File: src/rtl/evr_pkg.sv
package evr_pkg;
    localparam int NCLS    = 3;
    localparam int NCTL    = NCLS - 1;
    localparam int IDX_IRQ = 0;
    localparam int IDX_FIQ = 1;
    localparam int IDX_ABT = 2;

    typedef enum logic {
        ST_IDLE = 1'b0,
        ST_HOLD = 1'b1
    } evr_state_e;
endpackage

File: src/rtl/evr_qualify.sv
module evr_qualify #(
    parameter bit HAS_CTL = 1'b1
) (
    input  logic req,
    input  logic pmask,
    input  logic route,
    input  logic mctl,
    input  logic hovr,
    input  logic nonsec,
    output logic elig
);
    logic exempt;

    // Non-secure exemption from the mask: monitor routing, no override, control clear
    always_comb begin
        exempt = HAS_CTL && route && !hovr && !mctl && nonsec;
        elig   = req && (exempt || !pmask);
    end
endmodule

File: src/rtl/evr_pick.sv
module evr_pick #(
    parameter int N = 3
) (
    input  logic [N-1:0] elig,
    output logic [N-1:0] win,
    output logic         any
);
    // Highest index has highest priority
    always_comb begin
        win = '0;
        for (int i = N - 1; i >= 0; i--) begin
            if (elig[i] && (win == '0)) begin
                win[i] = 1'b1;
            end
        end
        any = |elig;
    end
endmodule

File: src/rtl/evt_route_unit.sv
module evt_route_unit
    import evr_pkg::*;
(
    input  logic            clk,
    input  logic            rst_n,
    input  logic [NCLS-1:0] req,
    input  logic [NCLS-1:0] pmask,
    input  logic [NCLS-1:0] route,
    input  logic [NCTL-1:0] mask_ctl,
    input  logic [NCTL-1:0] hv_ovr,
    input  logic            nonsec,
    input  logic            ack,
    output logic [NCLS-1:0] take_o,
    output logic            to_monitor_o
);
    evr_state_e      st, st_n;
    logic [NCLS-1:0] elig;
    logic [NCLS-1:0] win;
    logic            any;
    logic            dest_mon;

    for (genvar g = 0; g < NCLS; g++) begin : g_qual
        if (g == IDX_IRQ) begin : g_plain
            evr_qualify #(.HAS_CTL(1'b0)) u_q (
                .req(req[g]), .pmask(pmask[g]), .route(route[g]),
                .mctl(1'b0), .hovr(1'b0), .nonsec(nonsec), .elig(elig[g])
            );
        end else begin : g_ctl
            evr_qualify #(.HAS_CTL(1'b1)) u_q (
                .req(req[g]), .pmask(pmask[g]), .route(route[g]),
                .mctl(mask_ctl[g-1]), .hovr(hv_ovr[g-1]), .nonsec(nonsec),
                .elig(elig[g])
            );
        end
    end

    evr_pick #(.N(NCLS)) u_pick (
        .elig(elig),
        .win (win),
        .any (any)
    );

    assign dest_mon = |(win & route);

    // Next-state logic
    always_comb begin
        st_n = st;
        unique case (st)
            ST_IDLE: if (any) st_n = ST_HOLD;
            ST_HOLD: if (ack) st_n = ST_IDLE;
        endcase
    end

    // State register
    always_ff @(posedge clk) begin
        if (!rst_n) st <= ST_IDLE;
        else        st <= st_n;
    end

    // Output registers
    always_ff @(posedge clk) begin
        if (!rst_n) begin
            take_o       <= '0;
            to_monitor_o <= 1'b0;
        end else begin
            unique case (st)
                ST_IDLE: if (any) begin
                    take_o       <= win;
                    to_monitor_o <= dest_mon;
                end
                ST_HOLD: if (ack) begin
                    take_o       <= '0;
                    to_monitor_o <= 1'b0;
                end
            endcase
        end
    end

    assert_onehot_take_R8: assert property (@(posedge clk) disable iff (!rst_n)
        $onehot0(take_o));

    assert_abt_first_R8: assert property (@(posedge clk) disable iff (!rst_n)
        (st == ST_IDLE && elig[IDX_ABT]) |=> take_o == 3'b100);

    assert_hold_R9: assert property (@(posedge clk) disable iff (!rst_n)
        (st == ST_HOLD && !ack) |=> ($stable(take_o) && $stable(to_monitor_o)));

    assert_release_R10: assert property (@(posedge clk) disable iff (!rst_n)
        (st == ST_HOLD && ack) |=> (take_o == '0 && !to_monitor_o));

    assert_irq_masked_R3: assert property (@(posedge clk) disable iff (!rst_n)
        (st == ST_IDLE && pmask[IDX_IRQ]) |=> !take_o[IDX_IRQ]);

    assert_ns_exempt_R4: assert property (@(posedge clk) disable iff (!rst_n)
        (st == ST_IDLE && req[IDX_ABT] && route[IDX_ABT] && !hv_ovr[1]
         && !mask_ctl[1] && nonsec) |=> (take_o[IDX_ABT] && to_monitor_o));
endmodule

File: config.mk
export PLATFORM = sky130hd
export DESIGN_NAME = evt_route_unit
export DESIGN_NICKNAME = d
export VERILOG_FILES = /design/src/rtl/evr_pkg.sv /design/src/rtl/evr_qualify.sv /design/src/rtl/evr_pick.sv /design/src/rtl/evt_route_unit.sv
export SDC_FILE = /design/constraint.sdc
export NUM_CORES = 1
export LEC_CHECK = 0
export BUFFER_PORTS_ARGS = -buffer_cell sky130_fd_sc_hd__buf_4
export CAP_MARGIN = 20
export CORE_AREA = 2 2 39 41
export DETAILED_ROUTE_END_ITERATION = 12
export DIE_AREA = 0 0 41 43
export PLACE_DENSITY = 0.55
export SYNTH_ARGS = -nofsm -noshare
export SYNTH_HDL_FRONTEND = slang
export SYNTH_SLANG_ARGS = --single-unit
File: constraint.sdc
create_clock -name clk -period 1.99 [get_ports clk]
set_clock_uncertainty 0.2 [all_clocks]
set_input_delay 0.199 -clock clk [delete_from_list [all_inputs] [get_ports clk]]
set_output_delay 0.199 -clock clk [all_outputs]
set_load 0.05 [all_outputs]
# == After elaboration in Yosys (flattened, before gate mapping) ==
# Cells that the tools add are included.
# Widths: inputs -> output; s select.
# word_totals
wordCells,44
reg_bits,5
input_bits,17
# classes
eq_ne,2
bitwise,3
n_mux,12
n_reduce_logical,24
# ops
cell,n
$logic_and 1x1->1,11
$logic_not 1->1,7
$mux 1,7
$mux 3,2
$pmux 3 s2,1
$reduce_or 3->1,2
$ne 2x2->1 const B,2
$pmux 1 s2,2
$and 3x3->3,1
$logic_not 2->1,1
$logic_or 1x1->1,2
$not 1->1,2
$reduce_and 2->1,1

# == Depth between registers and ports, before layout ==
# logic_depth
depth_word,17
depth_mapped,4
depth_no_buf,4

# == Cells and area by module ==
# Synthesis repeated with hierarchy kept, for this count alone.
# unflattened
hier_cells,29
area_unflattened_um2,281.5
# modules_own_cells
mod,n_inst,cells_each,area_each_um2
evt_route_unit,1,20,202.7
evr_qualify (g_qual[1].g_ctl.u_q ...),2,2,18.8
evr_pick,1,4,27.5
evr_qualify (g_qual[0].g_plain.u_q),1,1,13.8

# == Worst setup path after synthesis ==
# Ideal clock, no wire load.
# synth_timing
path_type,reg-to-reg
start,register take_o[1] (netlist name)
end,register take_o[1]
period_less_slack_ps,1392
arrival_ps,1123
path_stages_with_launch,4
path_slack_ps,598
setup_time_ps,70
path_cell_list,dfxtp_1 -> nand2_1 -> a211o_1 -> a21oi_1
# synth_lines
item,line_no,source
to (signal assigned),evt_route_unit.sv:68,take_o <= win;
to (decl),evt_route_unit.sv:13,"output logic [NCLS-1:0] take_o,"

# == Worst setup path after layout ==
# layout_timing
start,register st
end,register to_monitor_o
# layout_via
elab_chain_len,3
elab_cells_between_ends,5
classes_between,eq/ne: 2; mux: 1; bitwise: 1; reduce/logical: 1
# layout_rtl
item,line_no,source
from (decl),evt_route_unit.sv:16,"evr_state_e st, st_n;"
from (signal assigned),evt_route_unit.sv:57,else st <= st_n;
$not 1->1,-,
$ne 2x2->1 (no line),-,
$reduce_and 2->1 (no line),-,
to (signal assigned),evt_route_unit.sv:69,to_monitor_o <= dest_mon;
to (decl),evt_route_unit.sv:14,output logic to_monitor_o
# Parallel ways exist; a longest one is shown, timed or not.
# A chain may end at the register's enable or synchronous reset.

==> run summary <==
Worst Hold End -> st
Final Setup Violations -> 0
Die Area -> 0.001763 mm2
routed vias/inst -> 4.588
combinational family with the most area after synthesis -> compound AO/OA/AOI/OAI gates
core area -> 0.001384 mm2
total CTS buffers -> 3
fin crit share -> 65.75%
Primary FF master, synth -> dfxtp_1
largest cells by area after synthesis -> dfxtp_1, nand2_1, a31oi_1, a211o_1, o21ai_4
CTS max path bufs -> 2
Ys Warns -> 0
biggest area consumer among synthesized cells -> dfxtp_1
met3 WL post-DR -> 42 um
CTS tree -> yes
drt pass-1 iters -> 3
vias in the first global route -> 342
min Tclk post-route -> 1.308 ns
Distinct cells, synth -> 20
routed via count -> 367
Initial Utilization -> 22.88%
simple-gate portion of the synthesized area -> 29.25%
mux contribution to synthesized area -> 3.162%
Clk pin slew, worst setup/hold paths -> 0.04 ns
initial antenna violation count -> 0
syn nets -> 57
Max Freq -> 0.7643 GHz
Routed WL -> 781 um
Hold Path Origin -> ack
worst flop-to-flop path endpoint -> to_monitor_o
kind of critical path -> flip-flop to flip-flop
worst min-delay path class -> input port to flip-flop
Post-Syn Area -> 316.6 um2
routability cong. -> 0.7132
CP max FO -> 5
count of final hold-check violations -> 0
Final Max Slew Viols -> 0
Adder-Cell Fraction of Synth Area -> 0%
final worst slack -> 0.6816 ns
ys async rst share -> 0%
Skew-Pair Late Insertion Delay -> 0.24 ns
CP startpoint kind -> flip-flop
post-route ant nets -> 0
number of synthesized register bits -> 5
static leakage -> 0.2331 nW
Area growth, synth to finish -> 62.06%
worst-margin pin slew -> 0.4433 ns
Initial DRC Count -> 5
worst r2r path cells -> 4
M1 WL -> 347 um
FP Rows -> 14
CP peak stage delay -> 0.39 ns
Synth top cells by count -> nand2_1, dfxtp_1, a21oi_1, a31oi_1
layout cells sized above 1 -> 40.63%
met2 routed WL -> 391 um
TNS Setup -> 0 ns
TritonCTS sink count -> 5
maximum VDD drop -> 0.1677 mV
Nets -> 82
Total Routing Usage GR -> 12.05%
XOR/XNOR Fraction of Synth Area -> 0%
PostCTS Resize Cnt -> 0
CP max stage cell -> dfxtp_1
crit path cell chain -> inv_2, a31o_1, a31oi_1, o221ai_1
Pwr per Cell Area -> 642.7 mW/mm2
Max transition margin -> 70.07%
Setup WS pre-CTS -> 0.5499 ns
compound-cell area share of the yosys netlist -> 31.23%
internal reg-to-reg setup slack -> 0.68 ns
I/O pins -> 21
Final HPWL DP -> 639.2 um
Top Metal Used -> met3
hold path depth -> 4
unrepaired setup endpoints after global routing -> false
Antenna Cells -> 0
Synth top area share -> 31.62%
H-tree levels -> 1
hold_buf cts -> 0
number of synthesized flops with an enable pin -> 0
largest net degree at the start of global routing -> 8
Avg Cell Area, Syn -> 7.914 um2
max-capacitance violation count -> 0
Die Y -> 43 um
port bufs -> 20
root buf cell -> clkbuf_4
outcome -> complete, no violations
most frequent cell after synthesis -> nand2_1
die width -> 41 um
crit path DAT -> 1.21 ns
worst r2r src -> st
Req. time, crit path -> 1.90 ns
first-pass GRT wire length -> 1428 um
CP Capture Type -> flip-flop
Avg WL per Cell -> 9.763 um
post-synthesis sequential area ratio -> 31.62%
DRC -> 0
worst hold slack -> 0.01860 ns
postcts setup bufs -> 0
grt ovf -> 0
Mapped Cells -> 40
Core Util, Final -> 37.07%
metrics by stage:
stage | power, mW | std cells | cell area, um2
after floorplan | 0.1691 | 40 | 316.6
after global placement | 0.2126 | 76 | 486.7
final | 0.3297 | 80 | 513.0
after global routing | 0.3571 | 80 | 513.0
after detailed placement | 0.2121 | 76 | 486.7
after CTS | 0.3349 | 80 | 513.0
layout by cell type, fill, tap and decap left out, drive strengths merged, types with 2 or more instances in the layout:
cell type,netlist,layout
nand2,8,8
a21oi,3,3
nand4,2,2
a211o,2,2
clkbuf,0,4
nor2,2,2
buf,0,20
inv,4,4
a31oi,3,3
o21ai,2,2
dfxtp,5,5
where the power goes:
group / total, mW / internal [mW] / switching (mW)
clock network: 0.120 / 0.0760 / 0.0438
registers: 0.115 / 0.108 / 0.00615
logic: 0.0954 / 0.0446 / 0.0508
total: 0.330 / 0.229 / 0.101
registers in the layout, indices dropped and copies added (netlist names):
register	flops
st	1
take_o	3
to_monitor_o	1
routing by layer:
metal	track usage (%)	vias up
met5	0	-
met4	8.000	0
met3	4.712	0
met2	14.69	11
met1	16.72	160
li1	-	196
critical path: cells and delay by family, from the launching register on:
family          cells  cell delay (ns)
buf+inv             1             0.07
flops               1             0.39
compound gates      3             0.52
kinds of logic (layout without fill, tap and decap cells):
family / count (synthesis) / in the layout
AND/OR/NAND/NOR: 17 / 17
AO/OA/AOI/OAI: 13 / 13
buffers and inverters: 4 / 28
flip-flops: 5 / 5
multiplexers: 1 / 1
area by class of cell:
| class | instances | area, um2 |
|---|---|---|
| fill | 153 | 870.8 |
| multi-input combinational | 31 | 201.4 |
| timing repair buffer | 20 | 150.1 |
| sequential | 5 | 100.1 |
| clock buffer | 4 | 26.28 |
| tap | 16 | 20.02 |
| inverter | 4 | 15.01 |
how the worst max path moves through the flow:
stage                startpoint      endpoint  slack (ns)  depth (start not counted)
finish                       st  to_monitor_o        0.68                          4
detailed placement  mask_ctl[1]  to_monitor_o        0.55                          5
floorplan             take_o[1]     take_o[1]        0.60                          3
global placement    mask_ctl[1]  to_monitor_o        0.54                          5
global route                 st  to_monitor_o        0.57                          4
CTS                          st  to_monitor_o        0.67                          4
No activity file was read; power rests on OpenSTA's default activity.
